## src/rtl/hygro_pkg.sv

```systemverilog
package hygro_pkg;
  localparam int FRAME_BITS  = 40;
  localparam int BYTE_W      = 8;
  localparam int FRAME_BYTES = FRAME_BITS / BYTE_W;

  typedef enum logic [3:0] {
    PH_IDLE,
    PH_HOST_LOW,
    PH_REL_UP,
    PH_WAIT_ACK,
    PH_ACK_LOW,
    PH_ACK_HIGH,
    PH_BIT_LOW,
    PH_BIT_HIGH,
    PH_CHECK
  } phase_e;
endpackage

```

## src/rtl/hygro_tick.sv

```systemverilog
module hygro_tick #(
  parameter int CLK_PER_US = 100
) (
  input  logic clk,
  input  logic rst_n,
  output logic tick
);
  generate
    if (CLK_PER_US <= 1) begin : g_direct
      assign tick = 1'b1;
    end else begin : g_div
      localparam int CW = $clog2(CLK_PER_US);
      localparam logic [CW-1:0] LAST = CW'(CLK_PER_US - 1);
      logic [CW-1:0] cnt_q, cnt_nx;

      always_comb begin
        if (cnt_q == LAST) cnt_nx = '0;
        else               cnt_nx = cnt_q + CW'(1);
      end

      always_ff @(posedge clk or negedge rst_n) begin
        if (!rst_n) cnt_q <= '0;
        else        cnt_q <= cnt_nx;
      end

      assign tick = (cnt_q == LAST);
    end
  endgenerate
endmodule

```

## src/rtl/hygro_linesync.sv

```systemverilog
module hygro_linesync #(
  parameter int STAGES = 2
) (
  input  logic clk,
  input  logic rst_n,
  input  logic line_in,
  output logic level,
  output logic rise,
  output logic fall
);
  logic [STAGES-1:0] sync_q, sync_nx;
  logic              prev_q, prev_nx;

  always_comb begin
    sync_nx = {sync_q[STAGES-2:0], line_in};
    prev_nx = sync_q[STAGES-1];
  end

  always_ff @(posedge clk or negedge rst_n) begin
    if (!rst_n) begin
      sync_q <= '1;
      prev_q <= 1'b1;
    end else begin
      sync_q <= sync_nx;
      prev_q <= prev_nx;
    end
  end

  assign level = sync_q[STAGES-1];
  assign rise  = level & ~prev_q;
  assign fall  = ~level & prev_q;
endmodule

```

## src/rtl/hygro_seq.sv

```systemverilog
module hygro_seq
  import hygro_pkg::*;
#(
  parameter int START_LOW_US  = 18000,
  parameter int INTERVAL_US   = 1000000,
  parameter int TIMEOUT_US    = 200,
  parameter int BIT_THRESH_US = 40,
  parameter int RESP_MIN_US   = 40
) (
  input  logic clk,
  input  logic rst_n,
  input  logic tick,
  input  logic read_req,
  input  logic level,
  input  logic rise,
  input  logic fall,
  output logic line_oe,
  output logic start_pulse,
  output logic shift_en,
  output logic shift_bit,
  output logic frame_end,
  output logic abort
);
  localparam int PH_MAX_I = (START_LOW_US > TIMEOUT_US) ? START_LOW_US : TIMEOUT_US;
  localparam int PH_W     = $clog2(PH_MAX_I + 1);
  localparam int GAP_W    = $clog2(INTERVAL_US + 1);
  localparam int BIT_W    = $clog2(FRAME_BITS + 1);
  localparam logic [PH_W-1:0]  PH_MAX    = PH_W'(PH_MAX_I);
  localparam logic [PH_W-1:0]  START_LIM = PH_W'(START_LOW_US);
  localparam logic [PH_W-1:0]  TO_LIM    = PH_W'(TIMEOUT_US);
  localparam logic [PH_W-1:0]  THR_LIM   = PH_W'(BIT_THRESH_US);
  localparam logic [PH_W-1:0]  MIN_LIM   = PH_W'(RESP_MIN_US);
  localparam logic [GAP_W-1:0] GAP_LIM   = GAP_W'(INTERVAL_US);
  localparam logic [BIT_W-1:0] LAST_BIT  = BIT_W'(FRAME_BITS - 1);
  localparam logic [BIT_W-1:0] ALL_BITS  = BIT_W'(FRAME_BITS);

  phase_e            state_q, state_nx;
  logic [PH_W-1:0]   ph_q, ph_nx;
  logic [GAP_W-1:0]  gap_q, gap_nx;
  logic [BIT_W-1:0]  bits_q, bits_nx;
  logic              pend_q, pend_nx;
  logic              gap_ok, timeout, fail;

  assign gap_ok  = (gap_q == GAP_LIM);
  assign timeout = (ph_q >= TO_LIM);

  always_comb begin
    state_nx    = state_q;
    start_pulse = 1'b0;
    shift_en    = 1'b0;
    shift_bit   = 1'b0;
    frame_end   = 1'b0;
    fail        = 1'b0;
    unique case (state_q)
      PH_IDLE: begin
        if (pend_q && gap_ok) begin
          state_nx    = PH_HOST_LOW;
          start_pulse = 1'b1;
        end
      end
      PH_HOST_LOW: begin
        if (ph_q >= START_LIM) state_nx = PH_REL_UP;
      end
      PH_REL_UP: begin
        if (level)        state_nx = PH_WAIT_ACK;
        else if (timeout) fail     = 1'b1;
      end
      PH_WAIT_ACK: begin
        if (fall)         state_nx = PH_ACK_LOW;
        else if (timeout) fail     = 1'b1;
      end
      PH_ACK_LOW: begin
        if (rise) begin
          if (ph_q < MIN_LIM) fail     = 1'b1;
          else                state_nx = PH_ACK_HIGH;
        end else if (timeout) begin
          fail = 1'b1;
        end
      end
      PH_ACK_HIGH: begin
        if (fall) begin
          if (ph_q < MIN_LIM) fail     = 1'b1;
          else                state_nx = PH_BIT_LOW;
        end else if (timeout) begin
          fail = 1'b1;
        end
      end
      PH_BIT_LOW: begin
        if (rise)         state_nx = PH_BIT_HIGH;
        else if (timeout) fail     = 1'b1;
      end
      PH_BIT_HIGH: begin
        if (fall) begin
          shift_en  = 1'b1;
          shift_bit = (ph_q > THR_LIM);
          state_nx  = (bits_q == LAST_BIT) ? PH_CHECK : PH_BIT_LOW;
        end else if (timeout) begin
          fail = 1'b1;
        end
      end
      PH_CHECK: begin
        frame_end = 1'b1;
        state_nx  = PH_IDLE;
      end
      default: state_nx = PH_IDLE;
    endcase
    if (fail) state_nx = PH_IDLE;
  end

  assign abort = fail;

  always_comb begin
    if (state_nx != state_q)            ph_nx = '0;
    else if (tick && (ph_q != PH_MAX))  ph_nx = ph_q + PH_W'(1);
    else                                ph_nx = ph_q;

    if (start_pulse)                    gap_nx = '0;
    else if (tick && !gap_ok)           gap_nx = gap_q + GAP_W'(1);
    else                                gap_nx = gap_q;

    if (start_pulse)                    bits_nx = '0;
    else if (shift_en)                  bits_nx = bits_q + BIT_W'(1);
    else                                bits_nx = bits_q;

    pend_nx = (pend_q | read_req) & ~start_pulse;
  end

  always_ff @(posedge clk or negedge rst_n) begin
    if (!rst_n) begin
      state_q <= PH_IDLE;
      ph_q    <= '0;
      gap_q   <= GAP_LIM;
      bits_q  <= '0;
      pend_q  <= 1'b0;
    end else begin
      state_q <= state_nx;
      ph_q    <= ph_nx;
      gap_q   <= gap_nx;
      bits_q  <= bits_nx;
      pend_q  <= pend_nx;
    end
  end

  assign line_oe = (state_q == PH_HOST_LOW);

  AST_BIT_COUNT_RANGE: assert property (@(posedge clk) disable iff (!rst_n)
    bits_q <= ALL_BITS);
  AST_CHECK_AFTER_FULL: assert property (@(posedge clk) disable iff (!rst_n)
    frame_end |-> (bits_q == ALL_BITS));
  AST_START_ONLY_IDLE: assert property (@(posedge clk) disable iff (!rst_n)
    start_pulse |=> line_oe);
endmodule

```

## src/rtl/hygro_frame.sv

```systemverilog
module hygro_frame
  import hygro_pkg::*;
(
  input  logic       clk,
  input  logic       rst_n,
  input  logic       start_pulse,
  input  logic       shift_en,
  input  logic       shift_bit,
  input  logic       frame_end,
  input  logic       abort,
  output logic [7:0] humidity,
  output logic [7:0] temperature,
  output logic       data_valid,
  output logic       csum_err
);
  localparam int HUM_LSB = (FRAME_BYTES - 1) * BYTE_W;
  localparam int TMP_LSB = (FRAME_BYTES - 3) * BYTE_W;

  logic [FRAME_BITS-1:0] shift_q, shift_nx;
  logic [BYTE_W-1:0]     sum;
  logic                  match, accept;
  logic [7:0]            hum_q, hum_nx, tmp_q, tmp_nx;
  logic                  valid_q, valid_nx, err_q, err_nx;

  always_comb begin
    sum = '0;
    for (int b = 1; b < FRAME_BYTES; b++) begin
      sum = sum + shift_q[b*BYTE_W +: BYTE_W];
    end
  end

  assign match  = (sum == shift_q[BYTE_W-1:0]);
  assign accept = frame_end & match;

  always_comb begin
    shift_nx = shift_en ? {shift_q[FRAME_BITS-2:0], shift_bit} : shift_q;
    hum_nx   = accept ? shift_q[HUM_LSB +: BYTE_W] : hum_q;
    tmp_nx   = accept ? shift_q[TMP_LSB +: BYTE_W] : tmp_q;
    valid_nx = accept;
    if (start_pulse)                        err_nx = 1'b0;
    else if (abort || (frame_end && !match)) err_nx = 1'b1;
    else                                    err_nx = err_q;
  end

  always_ff @(posedge clk or negedge rst_n) begin
    if (!rst_n) begin
      shift_q <= '0;
      hum_q   <= '0;
      tmp_q   <= '0;
      valid_q <= 1'b0;
      err_q   <= 1'b0;
    end else begin
      shift_q <= shift_nx;
      hum_q   <= hum_nx;
      tmp_q   <= tmp_nx;
      valid_q <= valid_nx;
      err_q   <= err_nx;
    end
  end

  assign humidity    = hum_q;
  assign temperature = tmp_q;
  assign data_valid  = valid_q;
  assign csum_err    = err_q;

  AST_VALID_ONE_CYCLE: assert property (@(posedge clk) disable iff (!rst_n)
    data_valid |=> !data_valid);
  AST_VALID_NOT_ERR: assert property (@(posedge clk) disable iff (!rst_n)
    data_valid |-> !csum_err);
  AST_HUM_HOLD: assert property (@(posedge clk) disable iff (!rst_n)
    (humidity != $past(humidity)) |-> data_valid);
  AST_TMP_HOLD: assert property (@(posedge clk) disable iff (!rst_n)
    (temperature != $past(temperature)) |-> data_valid);
endmodule

```

## src/rtl/hygro_reader.sv

```systemverilog
module hygro_reader #(
  parameter int CLK_PER_US    = 100,
  parameter int START_LOW_US  = 18000,
  parameter int INTERVAL_US   = 1000000,
  parameter int TIMEOUT_US    = 200,
  parameter int BIT_THRESH_US = 40,
  parameter int RESP_MIN_US   = 40,
  parameter int SYNC_STAGES   = 2
) (
  input  logic       clk,
  input  logic       rst_n,
  input  logic       read_req,
  input  logic       line_in,
  output logic       line_oe,
  output logic [7:0] humidity,
  output logic [7:0] temperature,
  output logic       data_valid,
  output logic       csum_err
);
  logic tick, level, rise, fall;
  logic start_pulse, shift_en, shift_bit, frame_end, abort;

  hygro_tick #(.CLK_PER_US(CLK_PER_US)) i_tick (
    .clk (clk), .rst_n (rst_n), .tick (tick)
  );

  hygro_linesync #(.STAGES(SYNC_STAGES)) i_sync (
    .clk (clk), .rst_n (rst_n), .line_in (line_in),
    .level (level), .rise (rise), .fall (fall)
  );

  hygro_seq #(
    .START_LOW_US (START_LOW_US), .INTERVAL_US (INTERVAL_US),
    .TIMEOUT_US (TIMEOUT_US), .BIT_THRESH_US (BIT_THRESH_US),
    .RESP_MIN_US (RESP_MIN_US)
  ) i_seq (
    .clk (clk), .rst_n (rst_n), .tick (tick), .read_req (read_req),
    .level (level), .rise (rise), .fall (fall), .line_oe (line_oe),
    .start_pulse (start_pulse), .shift_en (shift_en), .shift_bit (shift_bit),
    .frame_end (frame_end), .abort (abort)
  );

  hygro_frame i_frame (
    .clk (clk), .rst_n (rst_n), .start_pulse (start_pulse),
    .shift_en (shift_en), .shift_bit (shift_bit), .frame_end (frame_end),
    .abort (abort), .humidity (humidity), .temperature (temperature),
    .data_valid (data_valid), .csum_err (csum_err)
  );

  localparam int OE_MAX_I = START_LOW_US * CLK_PER_US * 2 + 4;
  localparam int SP_MAX_I = INTERVAL_US * CLK_PER_US + 1;
  localparam int OE_W     = $clog2(OE_MAX_I + 1);
  localparam int SP_W     = $clog2(SP_MAX_I + 1);
  localparam logic [OE_W-1:0] OE_MAX = OE_W'(OE_MAX_I);
  localparam logic [SP_W-1:0] SP_MAX = SP_W'(SP_MAX_I);
  localparam logic [OE_W-1:0] OE_MIN = OE_W'(START_LOW_US * CLK_PER_US - CLK_PER_US);
  localparam logic [SP_W-1:0] SP_MIN = SP_W'(INTERVAL_US * CLK_PER_US - CLK_PER_US);

  logic [OE_W-1:0] oe_len_q;
  logic [SP_W-1:0] space_q;
  logic            oe_d_q, seen_q;

  always_ff @(posedge clk or negedge rst_n) begin
    if (!rst_n) begin
      oe_len_q <= '0;
      space_q  <= '0;
      oe_d_q   <= 1'b0;
      seen_q   <= 1'b0;
    end else begin
      oe_d_q <= line_oe;
      if (!line_oe)             oe_len_q <= '0;
      else if (oe_len_q != OE_MAX) oe_len_q <= oe_len_q + OE_W'(1);
      if (line_oe && !oe_d_q) begin
        space_q <= SP_W'(1);
        seen_q  <= 1'b1;
      end else if (space_q != SP_MAX) begin
        space_q <= space_q + SP_W'(1);
      end
    end
  end

  AST_START_LOW_LEN: assert property (@(posedge clk) disable iff (!rst_n)
    (!line_oe && oe_d_q) |-> (oe_len_q >= OE_MIN));
  AST_MIN_SPACING: assert property (@(posedge clk) disable iff (!rst_n)
    (line_oe && !oe_d_q && seen_q) |-> (space_q >= SP_MIN));
  AST_ERR_CLEAR_AT_START: assert property (@(posedge clk) disable iff (!rst_n)
    line_oe |-> !csum_err);
endmodule

```

## config.mk

```make
export PLATFORM = sky130hd
export DESIGN_NAME = hygro_reader
export DESIGN_NICKNAME = d
export VERILOG_FILES = /design/src/rtl/hygro_pkg.sv /design/src/rtl/hygro_tick.sv /design/src/rtl/hygro_linesync.sv /design/src/rtl/hygro_seq.sv /design/src/rtl/hygro_frame.sv /design/src/rtl/hygro_reader.sv
export SDC_FILE = /design/constraint.sdc
export NUM_CORES = 1
export LEC_CHECK = 0
export BUFFER_PORTS_ARGS = -buffer_cell sky130_fd_sc_hd__buf_2
export CAP_MARGIN = 0
export CORE_MARGIN = 1
export CORE_UTILIZATION = 40
export DETAILED_ROUTE_END_ITERATION = 7
export GPL_ROUTABILITY_DRIVEN = 0
export SLEW_MARGIN = 15
export SYNTH_ARGS = -nofsm -noshare
export SYNTH_HDL_FRONTEND = slang
export SYNTH_SLANG_ARGS = --single-unit
```

## constraint.sdc

```tcl
create_clock -name clk -period 4.4 [get_ports clk]
set_clock_uncertainty 0.05 [all_clocks]
set_input_delay 0.22 -clock clk [delete_from_list [all_inputs] [get_ports clk]]
set_output_delay 0.22 -clock clk [all_outputs]
set_load 0.01 [all_outputs]
```

### Word level (Yosys, flattened, before mapping)

Index checks and enable logic that the tools add are counted.

| storage, ports and cells | value |
|---|---|
| bits in registers | 114 |
| bits of input ports | 4 |
| output and inout bits | 19 |
| word-level logic and storage cells | 96 |

| operators by class | value |
|---|---|
| $add $sub $neg | 7 |
| magnitude comparators | 4 |
| eq/ne operators | 14 |
| muxes and demuxes | 37 |
| bitwise gates (word level) | 8 |
| reduce and logical (&&, ||, !) cells | 13 |

Operators with widths:

| operator | number |
|---|---|
| $mux W4 | 12 |
| $mux W20 | 2 |
| $pmux W4 S8 | 1 |
| $mux W15 | 2 |
| $add A8 B8 Y8 | 3 |
| $add A20 B1 Y20 const B | 1 |
| $eq A20 B20 Y1 const B | 1 |
| $eq A4 B3 Y1 const B | 4 |
| $mux W1 | 16 |
| $add A15 B1 Y15 const B | 1 |
| $ge A15 B15 Y1 const B | 1 |
| $ge A15 B8 Y1 const B | 1 |
| $gt A15 B6 Y1 const B | 1 |
| $lt A15 B6 Y1 const B | 1 |
| $ne A15 B15 Y1 const B | 1 |
| $mux W6 | 2 |
| $eq A4 B2 Y1 const B | 2 |
| $eq A8 B8 Y1 | 1 |
| $reduce_bool A2 Y1 | 4 |
| $add A7 B1 Y7 const B | 1 |
| $eq A7 B7 Y1 const B | 1 |
| $mux W7 | 1 |
| $add A6 B1 Y6 const B | 1 |
| $eq A6 B6 Y1 const B | 1 |
| other kinds (12) | 21 |

### Logic depth before layout (Yosys ltp)

| logic depth | value |
|---|---|
| word-level depth | 9 |
| mapped depth | 13 |
| mapped depth without buffers | 12 |

### Cells and area by module

A second synthesis with hierarchy kept.

| unflattened totals | value |
|---|---|
| cell total of the unflattened synthesis | 528 |
| area total of the unflattened synthesis | 6083.3 µm² |

Modules (own cells, without submodules):

| module | times used | cells an instance | area an instance (µm²) | sequential area each (µm²) |
|---|---|---|---|---|
| hygro_seq | 1 | 303 | 2854.0 | 1159.9 |
| hygro_frame | 1 | 191 | 2790.2 | 1451.4 |
| hygro_tick | 1 | 29 | 345.3 | 175.2 |
| hygro_linesync | 1 | 5 | 93.8 | 78.8 |

### Worst setup path after synthesis

Ideal clock, no wire load.

| path | value |
|---|---|
| path kind | register to register |
| start | register i_frame.shift_q[9] |
| end | register i_frame.hum_q[6], in the netlist i_frame.humidity[6] |
| library setup time | 125 ps |
| arrival | 3914 ps |
| required time | 4225 ps |
| path slack | 311 ps |
| cell stages (with the launch flop) | 14 |
| path buffers | 1 |
| period minus slack after synthesis | 4089 ps |
| path through | dfrtp_1 fa_1 inv_1 fa_1 inv_1 ha_1 fa_1 a21o_1 a21oi_1 o21ai_0 xnor2_1 nor4_2 buf_2 mux2_2 |

| on the way | value |
|---|---|
| cells in the longest elaborated chain, start to end | 5 |

Ends and longest elaborated chain:

| item | RTL line | RTL |
|---|---|---|
| start: declaration | hygro_frame.sv:19 | `logic [FRAME_BITS-1:0] shift_q, shift_nx;` |
| start signal: assignment | hygro_frame.sv:53 | `shift_q <= shift_nx;` |
| $add A8 B8 Y8 (3 in a row) | hygro_frame.sv:28 | `sum = sum + shift_q[b*BYTE_W +: BYTE_W];` |
| $eq A8 B8 Y1 | hygro_frame.sv:32 | `assign match = (sum == shift_q[BYTE_W-1:0]);` |
| $and A1 B1 Y1 | hygro_frame.sv:33 | `assign accept = frame_end & match;` |
| end signal: assignment | hygro_frame.sv:54 | `hum_q <= hum_nx;` |
| end: declaration | hygro_frame.sv:22 | `logic [7:0] hum_q, hum_nx, tmp_q, tmp_nx;` |

Every way passes these cells.
A chain may end at the register's enable or synchronous reset.

### Worst setup path in the final report

| path | value |
|---|---|
| start | register i_frame.shift_q[9] |
| end | register i_frame.tmp_q[7], in the netlist i_frame.temperature[7] |

| on the way | value |
|---|---|
| cells in the longest elaborated chain, start to end | 5 |

Ends and longest elaborated chain:

| item | RTL line | RTL |
|---|---|---|
| $add A8 B8 Y8 (3 in a row) | hygro_frame.sv:28 |  |
| $eq A8 B8 Y1 | hygro_frame.sv:32 |  |
| $and A1 B1 Y1 | hygro_frame.sv:33 |  |
| end signal: assignment | hygro_frame.sv:55 | `tmp_q <= tmp_nx;` |
| end: declaration | hygro_frame.sv:22 |  |

Every way passes these cells.

==> reports/results.ini <==
[status]
status = completed

[placed_design]
io_buffers = 22
dpl.hpwl_um = 7950
placed_cells = 730

[setup_path]
r2r_cells = 13
setup.worst_path.start = i_frame.shift_q[9]$_DFFE_PN0P_
critPathMaxStageDelay_ns = 0.55
r2r-start = i_frame.shift_q[9]$_DFFE_PN0P_
crit_buf_inv = 3
criticalPathCategory = reg -> reg
critPathTopFamily = adder cells
worstPathRequired_ns = 4.64
start_kind = flop
end_kind = flop
r2r_setup_slack_ns = 0.41
cp_max_fo = 16
cp.arrival_ns = 4.22
crit_top_cell = fa_1
rr_endpoint = i_frame.temperature[7]$_DFFE_PN0P_
crit_chain = fa_1 -> inv_1 -> fa_1 -> inv_1 -> ha_1 -> fa_1 -> a21o_1 -> a21oi_1 -> o21ai_0 -> xnor2_1 -> nor4_4 -> buf_4 -> mux2_2
cpMaxStageDelayCell = fa_1

[synthesis]
synth-xor-area-share_pct = 7.47
synth_top_family_by_area = simple AND/OR/NAND/NOR gates
syn_inst = 541
syn_area_um2 = 5980
yosys_register_bits = 114
synthMuxAreaShare_pct = 11.5
seq_area_frac_synth_pct = 47.9
ys.flop_type = dfrtp_1
synth_edf_count = 0
synthesis.area_per_instance_um2 = 11.1
syn-num-nets = 572
synthAdderAreaFrac_pct = 7.40
synthSimpleGateAreaFrac_pct = 16.5
yosysUniqueCellTypes = 56
async_flop_share_pct = 100
yosys_warnings = 0
synth_compound_area_share_pct = 5.96

[sta]
finalHoldViolCount = 0
max_clock_freq_mhz = 251
slew_viol_final = 0
finalSetupTns_ns = 0
holdWs_ns = 0.306
rsz0062_at_grt = false
relSlewSlack_pct = 35.6
finalCritPeriodShare_pct = 90.6
setup_viol = 0
worstMarginPinSlew_ns = 0.967
period_needed_ns = 3.99

[power_and_ir_drop]
ir_drop_mv = 0.276
p_leak_uw = 0.00322
finalPower_uw = 2450
power.density_nw_per_um2 = 356

[die]
core_um2 = 14600
die_width_um = 124
rows = 44
pin_count = 23
die_area_um2 = 15400
fp.dieH_um = 124
start_util_pct = 41.0

[clock_tree]
post_cts_resized = 0
htreeDepth = 4
path_clk_slew_ns = 0.05
clock_path_buffers = 2
cts_tree = done
worstSkewPairLatency_ns = 0.41
clockRootBuffer = clkbuf_16
numClockSinks = 114
cts_buffers = 17

[detailed_routing]
first_iter_violations = 205
vias = 3966
drt_pre_antenna_iters = 4
routed_wl_um = 11700
post-route-drc-count = 0
ant_nets = 0
wire_per_inst_um = 15.4
viasPerCell = 5.18

[grt]
gr-total-overflow = 0
grt_pass1_wl_um = 21100
grt_pass1_vias = 4181
grt_max_degree = 76
grt_usage_pct = 16.9
grt_antenna_before_repair = 0

[min_path]
hold_end = i_sync.sync_q[1]$_DFF_PN1_
min_from = i_sync.sync_q[0]$_DFF_PN1_
holdPathStages = 0
min_path_type = reg -> reg

[layout]
diodes = 0
area_growth_pct = 15.4
nets = 599
drive_above_1_share_pct = 22.9
final_util_pct = 47.3
finalNonFillerCells = 765

[flow_run]
maxCapViolCount = 0

-- area by class of cell --
cell class              count  area (um^2)
fillers                  1332         7690
multi-input cells         380         2940
repair buffers             29          173
clock buffers              21          470
clock inverters            11          128
inverters                  26         97.6
well taps                 184          230
flip-flops and latches    114         2870
-- timing repair --
action	4_1_cts	5_1_grt
setup buffers	0	0
endpoints found under the hold margin	66	0
hold buffers	3	0
-- registers in the layout, summed over array words and instances (netlist names) --
signal	count
i_seq.state_q	4
i_tick.g_div.cnt_q	7
i_frame.humidity	8
i_frame.temperature	8
i_seq.ph_q	15
i_frame.csum_err	1
i_frame.data_valid	1
i_seq.gap_q	20
i_sync.prev_q	1
i_frame.shift_q	40
i_seq.pend_q	1
i_seq.bits_q	6
i_sync.sync_q	2
-- worst register-to-register path: cells and delay by family (launching register included) --
| family | cells | cell delay, ns |
|---|---|---|
| buffers and inverters | 3 | 0.39 |
| muxes | 1 | 0.37 |
| and+or+nand+nor | 1 | 0.23 |
| DFF | 1 | 0.40 |
| AOI/OAI and AO/OA | 3 | 0.57 |
| adders and majority gates | 4 | 1.65 |
| xor gates and xnor gates | 1 | 0.20 |
-- per-layer routing --
metal	vias up	part of all wire [%]	global-route usage, %
li1	1937	-	-
met1	1966	50	23.3
met2	53	46	26.1
met3	10	3.1	4.25
met4	0	1.3	5.60
met5	-	0	0
-- power by group --
| group | switching (uW) | internal (uW) |
|---|---|---|
| combinational | 22.5 | 5.53 |
| sequential | 1.46 | 1050 |
| clock | 491 | 881 |
-- worst max path at each step --
stage | end | slack [ns] | depth (start not counted)
2_1_floorplan | i_frame.humidity[6]$_DFFE_PN0P_ | 0.31 | 13
3_3_place_gp | i_frame.temperature[1]$_DFFE_PN0P_ | 0.50 | 13
3_5_place_dp | i_frame.humidity[2]$_DFFE_PN0P_ | 0.40 | 13
4_1_cts | i_frame.temperature[7]$_DFFE_PN0P_ | 0.39 | 13
5_1_grt | i_frame.humidity[7]$_DFFE_PN0P_ | 0.14 | 13
6_report | i_frame.temperature[7]$_DFFE_PN0P_ | 0.41 | 13
-- Yosys cell counts, types with 13 or more instances --
| cell type | count | area, um^2 |
|---|---|---|
| dfrtp_1 | 104 | 2600 |
| xnor2_1 | 30 | 263 |
| inv_1 | 26 | 97.6 |
| nand3_1 | 18 | 90.1 |
| xor2_1 | 21 | 184 |
| fa_1 | 14 | 280 |
| nand2_1 | 41 | 154 |
| clkbuf_1 | 16 | 60.1 |
| nand4_1 | 15 | 93.8 |
| ha_1 | 13 | 163 |
| nor2_1 | 33 | 124 |
| nor3_1 | 34 | 170 |
| o21ai_0 | 20 | 100 |
| mux2_2 | 53 | 597 |
-- cell usage in the layout (no fill, tap or decap), types with 3 or more instances in the layout --
| cell | n |
|---|---|
| a211oi_1 | 3 |
| a21oi_1 | 9 |
| and2_1 | 3 |
| and3_1 | 5 |
| buf_2 | 21 |
| buf_4 | 5 |
| clkbuf_16 | 17 |
| clkbuf_8 | 3 |
| clkinvlp_4 | 3 |
| dfrtp_1 | 104 |
| dfstp_2 | 10 |
| dlygate4sd3_1 | 3 |
| fa_1 | 14 |
| ha_1 | 13 |
| inv_1 | 26 |
| mux2_2 | 53 |
| mux2i_1 | 7 |
| nand2_1 | 41 |
| nand2b_1 | 5 |
| nand3_1 | 18 |
| nand4_1 | 15 |
| nor2_1 | 33 |
| nor2b_1 | 4 |
| nor3_1 | 34 |
| nor4_1 | 4 |
| o21a_1 | 3 |
| o21ai_0 | 20 |
| or3_1 | 5 |
| or4_1 | 5 |
| xnor2_1 | 30 |
| xor2_1 | 21 |
-- kinds of logic after synthesis --
family,Yosys count
simple gates,188
mux,61
flops,114
xor+xnor,51
buf+inv,47
fa+ha+maj,27
compound gates,53
-- through the flow --
step	cell area (um^2)	worst slack (ns)
after floorplan	5980	0.311
after global placement	6270	0.502
after detailed placement	6270	0.405
after CTS	6900	0.387
after global routing	6900	0.141
final	6900	0.413
Note: power is estimated with default switching activity, not from simulation.
